--- config.mk ---
export PLATFORM = sky130hd
export DESIGN_NAME = tick_timer
export DESIGN_NICKNAME = d
export VERILOG_FILES = /design/src/rtl/tick_pkg.sv /design/src/rtl/tick_ctrl.sv /design/src/rtl/tick_count.sv /design/src/rtl/tick_mode.sv /design/src/rtl/tick_timer.sv
export SDC_FILE = /design/constraint.sdc
export NUM_CORES = 1
export LEC_CHECK = 0
export BUFFER_PORTS_ARGS = -buffer_cell sky130_fd_sc_hd__buf_2
export CAP_MARGIN = 10
export CORE_MARGIN = 5
export CORE_UTILIZATION = 25
export DETAILED_ROUTE_END_ITERATION = 10
export PLACE_DENSITY = 0.42
export SLEW_MARGIN = 30
export SYNTH_ARGS = -nofsm -noshare
export SYNTH_HDL_FRONTEND = slang
export SYNTH_HIERARCHICAL = 1
export SYNTH_SLANG_ARGS = --single-unit
--- constraint.sdc ---
create_clock -name clk -period 4 [get_ports clk]
set_clock_uncertainty 0.15 [all_clocks]
set_input_delay 0.2 -clock clk [delete_from_list [all_inputs] [get_ports clk]]
set_output_delay 0.2 -clock clk [all_outputs]
set_load 0.02 [all_outputs]
--- src/rtl/tick_pkg.sv ---
package tick_pkg;

    typedef enum logic [1:0] {
        RM_OFF     = 2'b00,
        RM_RESTART = 2'b01,
        RM_ONESHOT = 2'b10,
        RM_CONT    = 2'b11
    } run_mode_e;

    typedef enum logic [1:0] {
        ST_OFF   = 2'd0,
        ST_COUNT = 2'd1,
        ST_HOLD  = 2'd2
    } ctl_state_e;

endpackage

--- src/rtl/tick_ctrl.sv ---
module tick_ctrl
    import tick_pkg::*;
#(
    parameter int PER_W = 28
) (
    input  logic             clk,
    input  logic             rst_n,
    input  logic             mode_we,
    input  run_mode_e        wr_mode,
    input  run_mode_e        cur_mode,
    input  logic [PER_W-1:0] cnt_low,
    input  logic [PER_W-1:0] period,
    output logic             match_o,
    output logic             inc_o,
    output logic             clr_o,
    output ctl_state_e       state_o
);

    ctl_state_e state_q, state_d;

    // next-state selection
    always_comb begin
        state_d = state_q;
        if (mode_we) begin
            state_d = (wr_mode == RM_OFF) ? ST_OFF : ST_COUNT;
        end else begin
            unique case (state_q)
                ST_OFF:   state_d = ST_OFF;
                ST_COUNT: if (match_o && cur_mode == RM_ONESHOT) state_d = ST_HOLD;
                ST_HOLD:  state_d = ST_HOLD;
                default:  state_d = ST_OFF;
            endcase
        end
    end

    // state register
    always_ff @(posedge clk) begin
        if (!rst_n) state_q <= ST_OFF;
        else        state_q <= state_d;
    end

    // outputs
    always_comb begin
        match_o = 1'b0;
        inc_o   = 1'b0;
        clr_o   = 1'b0;
        unique case (state_q)
            ST_COUNT: begin
                match_o = (cnt_low == period);
                clr_o   = match_o && (cur_mode == RM_RESTART);
                inc_o   = !(match_o && (cur_mode == RM_RESTART || cur_mode == RM_ONESHOT));
            end
            ST_OFF, ST_HOLD: ;
            default: ;
        endcase
    end

    assign state_o = state_q;

    // a frozen one-shot stays frozen until the control word is rewritten
    p_hold_sticky_r9: assert property (@(posedge clk) disable iff (!rst_n)
        (state_q == ST_HOLD && !mode_we) |=> state_q == ST_HOLD);

endmodule

--- src/rtl/tick_count.sv ---
module tick_count #(
    parameter int CNT_W = 32
) (
    input  logic             clk,
    input  logic             rst_n,
    input  logic             load,
    input  logic [CNT_W-1:0] load_val,
    input  logic             clr,
    input  logic             inc,
    output logic [CNT_W-1:0] count_o
);

    always_ff @(posedge clk) begin
        if (!rst_n)     count_o <= '0;
        else if (load)  count_o <= load_val;
        else if (clr)   count_o <= '0;
        else if (inc)   count_o <= count_o + 1'b1;
    end

endmodule

--- src/rtl/tick_mode.sv ---
module tick_mode
    import tick_pkg::*;
#(
    parameter int CNT_W = 32,
    parameter int PER_W = 28
) (
    input  logic             clk,
    input  logic             rst_n,
    input  logic             we,
    input  logic [CNT_W-1:0] wdata,
    input  logic             match,
    output run_mode_e        mode_o,
    output logic             ie_o,
    output logic             pend_o,
    output logic [PER_W-1:0] period_o
);

    localparam int IE_BIT   = CNT_W - 3;
    localparam int PEND_BIT = CNT_W - 4;

    always_ff @(posedge clk) begin
        if (!rst_n) begin
            mode_o   <= RM_OFF;
            ie_o     <= 1'b0;
            pend_o   <= 1'b0;
            period_o <= '0;
        end else begin
            if (we) begin
                mode_o   <= run_mode_e'(wdata[CNT_W-1 -: 2]);
                ie_o     <= wdata[IE_BIT];
                period_o <= wdata[PER_W-1:0];
            end
            pend_o <= match | (we ? (pend_o & wdata[PEND_BIT]) : pend_o);
        end
    end

    // a set flag survives unless software writes a zero over it
    p_pend_hold_r6: assert property (@(posedge clk) disable iff (!rst_n)
        (pend_o && !(we && !wdata[PEND_BIT])) |=> pend_o);

endmodule

--- src/rtl/tick_timer.sv ---
module tick_timer
    import tick_pkg::*;
#(
    parameter int CNT_W  = 32,
    parameter int PER_W  = 28,
    parameter int ADDR_W = 2
) (
    input  logic              clk,
    input  logic              rst_n,
    input  logic [ADDR_W-1:0] sr_addr,
    input  logic              sr_we,
    input  logic [CNT_W-1:0]  sr_wdata,
    output logic [CNT_W-1:0]  sr_rdata,
    output logic              irq_o,
    output logic              present_o
);

    localparam logic [ADDR_W-1:0] A_CTRL    = ADDR_W'(0);
    localparam logic [ADDR_W-1:0] A_COUNT   = ADDR_W'(1);
    localparam logic [ADDR_W-1:0] A_PRESENT = ADDR_W'(2);
    localparam int IE_BIT   = CNT_W - 3;
    localparam int PEND_BIT = CNT_W - 4;

    logic             ctrl_we, cnt_we;
    logic             match, inc, clr;
    logic             ie, pend;
    logic [PER_W-1:0] period;
    logic [CNT_W-1:0] count;
    run_mode_e        mode;
    ctl_state_e       state;

    assign ctrl_we = sr_we && (sr_addr == A_CTRL);
    assign cnt_we  = sr_we && (sr_addr == A_COUNT);

    tick_ctrl #(.PER_W(PER_W)) u_ctrl (
        .clk(clk), .rst_n(rst_n), .mode_we(ctrl_we),
        .wr_mode(run_mode_e'(sr_wdata[CNT_W-1 -: 2])), .cur_mode(mode),
        .cnt_low(count[PER_W-1:0]), .period(period),
        .match_o(match), .inc_o(inc), .clr_o(clr), .state_o(state)
    );

    tick_count #(.CNT_W(CNT_W)) u_count (
        .clk(clk), .rst_n(rst_n), .load(cnt_we), .load_val(sr_wdata),
        .clr(clr), .inc(inc), .count_o(count)
    );

    tick_mode #(.CNT_W(CNT_W), .PER_W(PER_W)) u_mode (
        .clk(clk), .rst_n(rst_n), .we(ctrl_we), .wdata(sr_wdata), .match(match),
        .mode_o(mode), .ie_o(ie), .pend_o(pend), .period_o(period)
    );

    always_comb begin
        sr_rdata = '0;
        unique case (sr_addr)
            A_CTRL: begin
                sr_rdata[PER_W-1:0]      = period;
                sr_rdata[PEND_BIT]       = pend;
                sr_rdata[IE_BIT]         = ie;
                sr_rdata[CNT_W-1 -: 2]   = mode;
            end
            A_COUNT:   sr_rdata = count;
            A_PRESENT: sr_rdata[0] = 1'b1;
            default:   sr_rdata = '0;
        endcase
    end

    assign irq_o     = ie & pend;
    assign present_o = 1'b1;

    // counting state with no hit and no load advances by one
    p_run_inc_r1: assert property (@(posedge clk) disable iff (!rst_n)
        (state == ST_COUNT && !match && !cnt_we) |=> count == $past(count) + 1'b1);
    // continuous mode runs through a hit
    p_cont_through_r3: assert property (@(posedge clk) disable iff (!rst_n)
        (state == ST_COUNT && match && mode == RM_CONT && !cnt_we) |=> count == $past(count) + 1'b1);
    // a hit with enable set and no control write raises the request
    p_hit_irq_r4: assert property (@(posedge clk) disable iff (!rst_n)
        (match && ie && !ctrl_we) |=> irq_o);
    // every hit leaves the flag set
    p_hit_pend_r5: assert property (@(posedge clk) disable iff (!rst_n)
        match |=> sr_addr != A_CTRL || sr_rdata[PEND_BIT]);
    // restart hit clears the count
    p_restart_r8: assert property (@(posedge clk) disable iff (!rst_n)
        (match && mode == RM_RESTART && !cnt_we) |=> count == '0);
    // frozen one-shot count is stable
    p_oneshot_r9: assert property (@(posedge clk) disable iff (!rst_n)
        (state == ST_HOLD && !cnt_we) |=> $stable(count));
    // halted count is stable
    p_off_r10: assert property (@(posedge clk) disable iff (!rst_n)
        (state == ST_OFF && !cnt_we) |=> $stable(count));
    // a load wins over everything else
    p_load_r11: assert property (@(posedge clk) disable iff (!rst_n)
        cnt_we |=> count == $past(sr_wdata));
    // present register reads one
    p_present_r12: assert property (@(posedge clk) disable iff (!rst_n)
        (sr_addr == A_PRESENT) |-> sr_rdata == CNT_W'(1));

endmodule

**Yosys cells after proc, flatten, opt, wreduce, memory -nomap -nowiden**

Cells that the tools add are included.

- Add/sub/neg operators: 1
- Eq/ne operators: 8
- Bitwise logic cells: 3
- Muxes and demuxes: 13
- Reduce and logical (&&, ||, !) cells: 10

Operator list:

| kind | number |
|---|---|
| 2-to-1 mux 32 bit | 3 |
| case mux 31 bit (2 select lines) | 1 |
| adder 32 x 1 -> 32 bit, second input constant | 1 |
| equality test 28 bit | 1 |
| equality test 2 x 1 -> 1 bit, second input constant | 3 |
| equality test 2 bit, second input constant | 3 |
| logical AND 1 bit | 5 |
| 2-to-1 mux 1 bit | 5 |
| zero test 2 bit | 2 |
| 2-to-1 mux 2 bit | 2 |
| case mux 2 bit (2 select lines) | 1 |
| != test 3 x 1 -> 1 bit, second input constant | 1 |
| case mux 1 bit (3 select lines) | 1 |
| nonzero test 3 bit | 1 |
| bitwise AND 1 bit | 2 |
| zero test 1 bit | 1 |
| logical OR 1 bit | 1 |
| OR 1 bit | 1 |

- Output and inout bits: 34
- Word-level logic and storage cells: 41
- Input port bits: 37
- Register bits after elaboration: 66

**Longest topological paths before layout**

Gate-level depths: netlist of the first run.

- Word-level depth: 8
- Depth in mapped cells: 11
- Depth with buffers taken out: 10

**By module**

The synthesis of the first run kept the hierarchy.

Modules (own cells, without submodules):

| module | seq. area each (um2) | cells an instance | instances | area an instance (um2) |
|---|---|---|---|---|
| tick_count | 640.6 | 256 | 1 | 1961.9 |
| tick_mode | 640.6 | 104 | 1 | 1248.7 |
| tick_timer | 0.0 | 78 | 1 | 565.5 |
| tick_ctrl | 40.0 | 62 | 1 | 501.7 |

**Least setup slack after synthesis of the first run**

No wires, ideal clock.

- Kind: flip-flop to flip-flop
- Start: register u_count.count_o[0]
- End: register u_count.count_o[11]
- Period minus slack after synthesis: 2721 ps
- Path buffers: 1
- Setup slack: 1279 ps
- Arrival time: 2509 ps
- Cell stages (with the launch flop): 12
- Data required time: 3788 ps
- Path through: dfxtp_1 -> xor2_1 -> nor4_1 -> nand4_1 -> nor3_2 -> and3_1 -> or2_1 -> buf_2 -> o21ai_1 -> or3_1 -> or4_1 -> nand3_1

- Longest elaborated chain between the ends: 5
- Elaborated cells on any way between the ends: 11

RTL lines:

| what | RTL line | text |
|---|---|---|
| start, declared | tick_count.sv:10 | `output logic [CNT_W-1:0] count_o` |
| start signal, assigned | tick_count.sv:15 | `else if (load) count_o <= load_val;` |
| start signal, assigned | tick_count.sv:17 | `else if (inc) count_o <= count_o + 1'b1;` |
| equality test 28 bit (*) | tick_ctrl.sv:49 | `match_o = (cnt_low == period);` |
| logical AND 1 bit (*) | tick_ctrl.sv:50 | `clr_o = match_o && (cur_mode == RM_RESTART);` |
| 2-to-1 mux 1 bit (*) | tick_ctrl.sv:47 | `unique case (state_q)` |
| net clr | tick_timer.sv:25 | `logic match, inc, clr;` |
| 2-to-1 mux 32 bit | tick_count.sv:16 | `else if (clr) count_o <= '0;` |
| 2-to-1 mux 32 bit | tick_count.sv:15 |  |

The timed path passes the listed nets; every way through them passes the cells marked *. The select of a mux whose other input is x is not followed.
A chain may end at the register's enable or synchronous reset.

**Final worst setup path of the first run**

- Start: register u_count.count_o[8]
- End: register u_count.count_o[11]

Same word-level chain as after synthesis.

==> results of run 1 <==
-- metal layers --
metal  GRT usage [%]  wire [um]  vias to the layer above  share of wire, %
met5               0          0                        -                 0
met2            23.5       6630                      130                47
met4            2.65        181                        0               1.3
met3            4.40        842                       15               5.9
li1                -          -                     1930                 -
met1            19.3       6580                     1866                46
-- cells by family after synthesis --
| kind of cell | synth area share [%] |
|---|---|
| and+or+nand+nor | 27.2 |
| AOI/OAI and AO/OA | 11.2 |
| DFF | 30.9 |
| muxes | 14.7 |
| xor gates and xnor gates | 8.60 |
| buffers and inverters | 6.14 |
| adders and majority gates | 1.17 |
| other | 0.0877 |
-- worst paths after layout --
path | slack [ns] | cells after the start | start | to
max | 0.64 | 10 | u_count/count_o[8]$_SDFFE_PN0P_ | u_count/count_o[11]$_SDFFE_PN0P_
min | 0.005 | 3 | sr_wdata[21] | u_count/count_o[21]$_SDFFE_PN0P_
max reg2reg | 0.64 | 10 | u_count/count_o[8]$_SDFFE_PN0P_ | u_count/count_o[11]$_SDFFE_PN0P_
min reg2reg | 0.34 | 2 | u_ctrl/state_o[1]$_SDFFE_PN0P_ | u_ctrl/state_o[1]$_SDFFE_PN0P_
-- sequential cells by signal, summed over array words and instances, names as in the netlist --
signal and cells:
u_mode/period_o 28, u_ctrl/state_o 2, u_count/count_o 32, u_mode/ie_o 1
u_mode/mode_o 2, u_mode/pend_o 1
-- synthesized netlist by cell type, types with 3 or more instances --
cell type / n
o211ai_1: 4
and4_1: 3
nor3_1: 6
dfxtp_1: 66
buf_2: 6
buf_12: 6
o211a_1: 6
nand3_1: 20
xor2_1: 38
a31oi_1: 4
o21ai_0: 27
xnor2_1: 4
and2_1: 5
nor2b_1: 34
nor4_1: 10
nand2_1: 40
inv_1: 7
a22oi_1: 4
nand4_1: 13
nor2_1: 52
clkbuf_1: 14
mux2i_1: 63
o21ai_1: 3
and3_1: 9
a21oi_1: 13
ha_1: 4
-- critical path, stage by stage, from the launching register on --
cell	delay (ns)
dfxtp_1	0.45
xor2_1	0.11
nor4_1	0.47
nand4_1	0.26
nor3_2	0.34
and3_1	0.23
or2_1	0.18
o21ai_1	0.18
or3_1	0.37
or4_1	0.44
nand3_1	0.10
-- timing repair --
item,in CTS,in global routing
setup endpoints to repair,0,0
hold endpoints to repair,20,0
hold buffers,15,0
-- cell type report --
class / instances / area [um^2] / area share, %
tap: 220 / 275 / 5.30
clock inverter: 2 / 35.0 / 0.674
inverter: 7 / 26.3 / 0.506
timing repair buffer: 94 / 571 / 11.0
sequential: 66 / 1320 / 25.4
multi-input combinational: 397 / 2700 / 51.9
clock buffer: 13 / 270 / 5.20
-- stage by stage --
step / instances / worst slack, ns / util (%) / hold WS [ns] / power [mW]
CTS: 799 / 0.687 / 31.1 / 0.000869 / 1.76
global route: 799 / 0.485 / 31.1 / 0.00576 / 1.82
floorplan: 500 / 1.28 / - / 0.159 / 0.850
finish: 799 / 0.637 / 31.1 / 0.00517 / 1.74
detailed placement: 769 / 0.708 / 28.4 / 0.282 / 0.923
global placement: 769 / 0.680 / 28.4 / 0.280 / 0.922
-- where the power goes --
part	internal, mW	leakage, nW	switching, mW
combinational	0.0894	1.57	0.125
clock	0.529	0.152	0.289
sequential	0.677	0.536	0.0258
==> results.tsv, run 1 <==
metric	value	unit
synth_area_leaders	dfxtp_1, mux2i_1, xor2_1	
drc_errors	0	
setup_violations	0	
port_buffers	69	
gp_congestion	0.960	
critPathMaxFanout	8	
timing.fmax	297	MHz
clk_latency	0.33	ns
place_area	4740	um^2
vias	3941	
yosys.area.top_type_share	30.9	%
die-area	19800	um^2
synth_cell_types	57	
mostFrequentLayoutCells	buf_2, dfxtp_1, mux2i_1, nor2_1, nand2_1	
die_h	141	um
fp.dieW	141	um
numCtsBuffers	9	
syn_nets	541	
synthArstFlopShare	0	%
ctsResizeCount	0	
viasPerCell	4.93	
syn-instance-count	500	
worstHoldPathType	in2reg	
track_usage	14.5	%
cts_setup_buffers	0	
ys_ff_latch	66	
ys.flop_type	dfxtp_1	
cts_tree	yes	
grt_pass1_vias	3931	
place_hpwl	10400	um
final_area	5200	um^2
path_clk_slew	0.05	ns
synth-edff-count	0	
postSynthAreaPerCell	8.56	um^2
status	finished clean	
seq_area_frac_synth	30.9	%
syn2layout_area_growth	21.5	%
vdd_drop_max	193	uV
final-hold-violation-count	0	
first_iter_violations	326	
powerDensity	334	nW/um^2
worstPathRequired	4.12	ns
cts.path.max_buffers	2	
grt_start_max_net_pins	41	
endpoint_kind	register	
drive_above_1_share	18.3	%
start_util	25.6	%
crit_arrival	3.49	ns
synth_warnings	6	
synth_area	4280	um^2
synth_largest_area_cell	dfxtp_1	
worst_slew_pin_slew	0.755	ns
cts-root-buf	clkbuf_16	
nets	616	
final_max_slew_viol_count	0	
maxSlewHeadroom	49.5	%
core_area	16700	um^2
grt_pass1_wl	22800	um
cp-start-kind	register	
criticalPathCategory	reg2reg	
leakage	2.25	nW
maxCapViolCount	0	
drt_wl_total	14200	um
routedWlPerCell	17.8	um
antenna_found_initial	0	
num_io_pins	71	
fillers	1831	
fin_crit_sh	84.1	%
firstDrtPassIters	5	
final_common_cell	buf_2	
layout_min_cycle_time	3.36	ns
rows	47	
n_antenna_cell	0	
fin_tns_setup	0	ns
overflow	0	
htreeDepth	3	
ant_nets	0	
rsz0062_at_grt	false	
cts_sinks	66	
Power figures use the tool's default switching activity.
==> run 2: changes to the inputs <==
--- a/config.mk
+++ b/config.mk
@@ -10,7 +10,7 @@
 export CORE_MARGIN = 5
 export CORE_UTILIZATION = 25
 export DETAILED_ROUTE_END_ITERATION = 10
-export PLACE_DENSITY = 0.42
+export PLACE_DENSITY = 0.43
 export SLEW_MARGIN = 30
 export SYNTH_ARGS = -nofsm -noshare
 export SYNTH_HDL_FRONTEND = slang
==> constraint.sdc (replaced) <==
create_clock -name clk -period 3 [get_ports clk]
set_clock_uncertainty 0.15 [all_clocks]
set_input_delay 0.15 -clock clk [delete_from_list [all_inputs] [get_ports clk]]
set_output_delay 0.15 -clock clk [all_outputs]
set_load 0.02 [all_outputs]
==> run 2 against run 1 <==
Sequential share of layout area down 2.0 points; hold slack better by 0.050 ns; die area unchanged; design area up 8.5%; sequential power up 32%; critical path depth down 1; power up 49%; first-iteration DRC count down 26%; via count up 1.2%; worst setup slack worse by 0.49 ns; largest cell class unchanged; highest routed layer unchanged.
==> results.tsv, run 2 (same netlist as run 1, synthesis figures left out) <==
metric	value	unit
first_iter_violations	240	
grt_start_max_net_pins	35	
nets	659	
path_clk_slew	0.06	ns
critPathMaxFanout	8	
worst_slew_pin_slew	0.741	ns
layout_min_cycle_time	2.85	ns
top_regs	u_count/count_o (32), u_mode/period_o (28)	
fp.dieW	141	um
rows	47	
power_frac_seq	35.9	%
timing.fmax	351	MHz
fin_ws	0.147	ns
r2r-start	u_count/count_o[8]$_SDFFE_PN0P_	
grt_pass1_vias	4105	
drive_above_1_share	21.8	%
worstReg2RegEnd	u_count/count_o[29]$_SDFFE_PN0P_	
core_area	16700	um^2
final_max_slew_viol_count	0	
clk_latency	0.34	ns
rrSetupSlack	0.15	ns
power_frac_clock	51.2	%
drc_errors	0	
vdd_drop_max	253	uV
mostFrequentLayoutCells	buf_2, dfxtp_1, mux2i_1, nor2_1, nand2_1	
firstDrtPassIters	5	
die_h	141	um
place_hpwl	10500	um
crit_chain	xor2_1 -> nor4_2 -> nand4_1 -> o41a_1 -> and4_1 -> and3_1 -> and4bb_2 -> xnor2_1 -> o21ai_0	
final_common_cell	buf_2	
maxCapViolCount	0	
port_buffers	69	
place_area	4940	um^2
critPathSlowestCell	o41a_1	
criticalPathCategory	reg2reg	
cts.path.max_buffers	2	
fillers	1819	
reg2reg_depth	9	
vias	3990	
drt_wl_total	14300	um
cp-start-kind	register	
leakage	2.49	nW
start_util	25.6	%
dp_slack	-0.0236	ns
switching_power	0.611	mW
antenna_found_initial	0	
final-hold-violation-count	0	
crit_arrival	2.93	ns
min_from	rst_n	
place_inst	795	
grt_pass1_wl	22400	um
die-area	19800	um^2
num_io_pins	71	
numCtsBuffers	9	
cp_slowest_stage_delay	0.48	ns
hold-path-endpoint	u_count/count_o[19]$_SDFFE_PN0P_	
cpLargestDelayFamily	simple AND/OR/NAND/NOR gates	
worstPathRequired	3.08	ns
track_usage	14.4	%
final_util	33.8	%
overflow	0	
cts_tree	yes	
crit_buf_inv	0	
gp_congestion	0.885	
cts_setup_buffers	0	
worstHoldPathType	in2reg	
setup_violations	0	
regMostFlops	u_count/count_o	
cts_sinks	66	
rsz0062_at_grt	false	
final_area	5640	um^2
switching_share	23.7	%
p_comb_share	12.9	%
ant_nets	0	
routedWlPerCell	16.9	um
status	finished clean	
powerDensity	458	nW/um^2
viasPerCell	4.73	
fin_crit_sh	95.1	%
p_int	1.97	mW
maxSlewHeadroom	50.5	%
fin_total_pwr	2.58	mW
endpoint_kind	register	
hold_depth	3	
cts-root-buf	clkbuf_16	
largest_register_ffs	32	
syn2layout_area_growth	31.9	%
htreeDepth	3	
layout.cells.non_filler	844	
run 2: cell count changes in the layout (fill, tap and decap cells not counted), sizes merged:
cell / delta
buf: +26
dlygate4sd3: +17
bufinv: +3
clkbuf: -2
diode: +1
run 2: repair_timing:
item                                    CTS  global route
pin swaps                                 0             3
endpoints found under the setup margin    2            11
resized for setup                         1             2
endpoints found under the hold margin    55             0
hold buffers                             32             0
run 2: worst max-delay path by stage:
stage	from	end	cells past startpoint
2_1_floorplan	u_count/count_o[0]$_SDFFE_PN0P_	u_count/count_o[11]$_SDFFE_PN0P_	11
3_3_place_gp	u_count/count_o[8]$_SDFFE_PN0P_	u_count/count_o[29]$_SDFFE_PN0P_	9
3_5_place_dp	u_count/count_o[8]$_SDFFE_PN0P_	u_count/count_o[29]$_SDFFE_PN0P_	9
4_1_cts	u_count/count_o[6]$_SDFFE_PN0P_	u_count/count_o[29]$_SDFFE_PN0P_	9
5_1_grt	u_mode/period_o[8]$_SDFFE_PN0P_	u_count/count_o[29]$_SDFFE_PN0P_	9
6_report	u_count/count_o[8]$_SDFFE_PN0P_	u_count/count_o[29]$_SDFFE_PN0P_	9
run 2: routing by layer:
layer  part of all wire (%)  wire length, um  track usage (%)  vias to the layer above
li1                       -                -                -                     2002
met1                     49             6940             19.2                     1895
met2                     46             6600             23.4                       82
met3                    3.8              538             2.98                       11
met4                    1.2              178             4.13                        0
met5                      0                0                0                        -
run 2: metrics by stage:
stage / hold WS (ns) / TNS, ns
after floorplan: 0.109 / 0
after global placement: 0.222 / 0
after detailed placement: 0.227 / -0.0236
after CTS: 0.0604 / 0
after global routing: 0.0733 / 0
final: 0.0556 / 0
run 2: cell type report:
| cell class | count | area (um^2) | share of cell area (%) |
|---|---|---|---|
| Sequential cell | 66 | 1320 | 23.4 |
| Inverter | 7 | 26.3 | 0.466 |
| Timing Repair Buffer | 137 | 936 | 16.6 |
| Antenna cell | 1 | 2.50 | 0.0444 |
| Tap cell | 220 | 275 | 4.88 |
| Clock buffer | 11 | 243 | 4.30 |
| Multi-Input combinational cell | 397 | 2710 | 48.1 |
| Clock inverter | 5 | 125 | 2.22 |
run 2: worst min-delay path, stage by stage:
cell	delay (ns)
buf_2	0.21
nand2_1	0.10
a21oi_1	0.04
run 2: power by group through the flow:
| stage | clock (mW) | sequential [mW] | combinational, mW |
|---|---|---|---|
| CTS | 1.35 | 0.926 | 0.338 |
| finish | 1.32 | 0.926 | 0.334 |
| floorplan | 0 | 0.947 | 0.187 |
| global placement | 0 | 0.944 | 0.304 |
| global route | 1.39 | 0.930 | 0.364 |
| detailed placement | 0 | 0.945 | 0.302 |
==> run 3: changes to the inputs <==
--- a/config.mk
+++ b/config.mk
@@ -7,7 +7,7 @@
 export LEC_CHECK = 0
 export BUFFER_PORTS_ARGS = -buffer_cell sky130_fd_sc_hd__buf_2
 export CAP_MARGIN = 10
-export CORE_MARGIN = 5
+export CORE_MARGIN = 3
 export CORE_UTILIZATION = 25
 export DETAILED_ROUTE_END_ITERATION = 10
 export PLACE_DENSITY = 0.43
==> run 3 against run 2 <==
Wire length increased by 1.3%; register-to-register slack got worse by 0.04 ns; final cell count increased by 0.12%; hold slack worse by 0.020 ns; die area is 5.6% lower; non-clock buffer count rose by 2; largest cell class unchanged.
==> results.tsv, run 3 (same netlist as run 1, synthesis figures left out) <==
metric	value	unit
vias	4108	
first_iter_violations	248	
clk_latency	0.34	ns
cts.path.max_buffers	2	
final_util	33.6	%
whs	0.0354	ns
status	finished clean	
fin_crit_sh	96.5	%
path_clk_slew	0.06	ns
powerDensity	418	nW/um^2
switching_share	26.2	%
overflow	0	
maxSlewHeadroom	47.5	%
vdd_drop_max	279	uV
criticalPathCategory	reg2reg	
final_area	5590	um^2
antenna_found_initial	0	
track_usage	15.6	%
die-area	18700	um^2
cp-start-kind	register	
final-hold-violation-count	0	
cts_setup_buffers	0	
place_area	4960	um^2
cts_tree	yes	
port_buffers	69	
cts-root-buf	clkbuf_16	
syn2layout_area_growth	30.6	%
fp.dieW	137	um
layout_min_cycle_time	2.89	ns
n_antenna_cell	0	
grt_pass1_vias	4022	
worstPathRequired	3.12	ns
die_h	137	um
setup_violations	0	
fin_ws	0.105	ns
start_util	25.7	%
maxCapViolCount	0	
cts_sinks	66	
regMostFlops	u_count/count_o	
rsz0062_at_grt	false	
drt_wl_total	14400	um
worstHoldPathType	in2reg	
final_common_cell	buf_2	
power_frac_seq	39.7	%
fin_tns_setup	0	ns
htreeDepth	3	
p_comb_share	14.4	%
gp_congestion	0.888	
nets	661	
core_area	16600	um^2
numCtsBuffers	9	
final_max_slew_viol_count	0	
grt_pass1_wl	22300	um
viasPerCell	4.86	
endpoint_kind	register	
largest_register_ffs	32	
drive_above_1_share	22.4	%
place_inst	798	
top_regs	u_count/count_o (32), u_mode/period_o (28)	
grt_start_max_net_pins	35	
firstDrtPassIters	5	
mostFrequentLayoutCells	buf_2, dfxtp_1, mux2i_1, nor2_1, nand2_1	
num_io_pins	71	
switching_power	0.611	mW
place_hpwl	10600	um
leakage	2.47	nW
fillers	1788	
rows	47	
dp_slack	-0.00870	ns
fin_total_pwr	2.34	mW
critPathMaxFanout	8	
power_frac_clock	46.0	%
crit_arrival	3.01	ns
p_int	1.73	mW
ant_nets	0	
routedWlPerCell	17.1	um
layout.cells.non_filler	845	
timing.fmax	345	MHz
drc_errors	0	
worst_slew_pin_slew	0.784	ns
[run 3: cell count changes in the layout (fill, tap and decap cells not counted)]
cell	change
and3_1	-1
and3_2	+1
buf_4	+3
bufinv_16	-4
clkbuf_8	+4
diode_2	-1
dlygate4sd3_1	-1
[run 3: path summary, 6_finish.rpt]
check	from	end	cells after the start	slack, ns
setup / recovery	u_mode/period_o[22]$_SDFFE_PN0P_	u_count/count_o[29]$_SDFFE_PN0P_	9	0.11
hold / removal	sr_wdata[18]	u_mode/period_o[18]$_SDFFE_PN0P_	3	0.04
setup reg to reg	u_mode/period_o[22]$_SDFFE_PN0P_	u_count/count_o[29]$_SDFFE_PN0P_	9	0.11
hold reg to reg	u_ctrl/state_o[1]$_SDFFE_PN0P_	u_ctrl/state_o[1]$_SDFFE_PN0P_	2	0.34
[run 3: metal layers]
metal / vias to the layer above / part of all wire, % / GRT usage, %
met3: 14 / 5.5 / 4.15
met4: 0 / 1.5 / 3.60
met2: 119 / 46 / 25.1
li1: 2011 / - / -
met1: 1964 / 47 / 21.0
met5: - / 0 / 0
[run 3: worst max-delay path: stages (launching register included)]
cell	delay [ns]
dfxtp_1	0.33
xor2_1	0.20
nor4_2	0.41
nand4_1	0.24
o41a_1	0.47
and4_1	0.22
and3_2	0.27
and4bb_2	0.26
xnor2_1	0.12
o21ai_0	0.14
[run 3: what timing repair did]
| action | in CTS | in global routing |
|---|---|---|
| hold buffers | 31 | 0 |
| setup endpoints to repair | 2 | 3 |
| gates resized for setup | 1 | 3 |
| pin swaps | 0 | 2 |
| endpoints found under the hold margin | 54 | 0 |
[run 3: area by class of cell]
class	count	area, um^2	share of cell area [%]
inverters	7	26.3	0.470
multi-input cells	397	2710	48.5
clock buffers	15	298	5.33
clock inverters	1	5.00	0.0896
well taps	220	275	4.93
repair buffers	139	948	17.0
flip-flops and latches	66	1320	23.7
[run 3: power by group through the flow]
stage               logic (mW)  registers [mW]  clock network [mW]
floorplan                0.187           0.947                   0
global placement         0.304           0.944                   0
detailed placement       0.304           0.945                   0
CTS                      0.338           0.926                1.10
global route             0.365           0.930                1.14
finish                   0.336           0.927                1.07
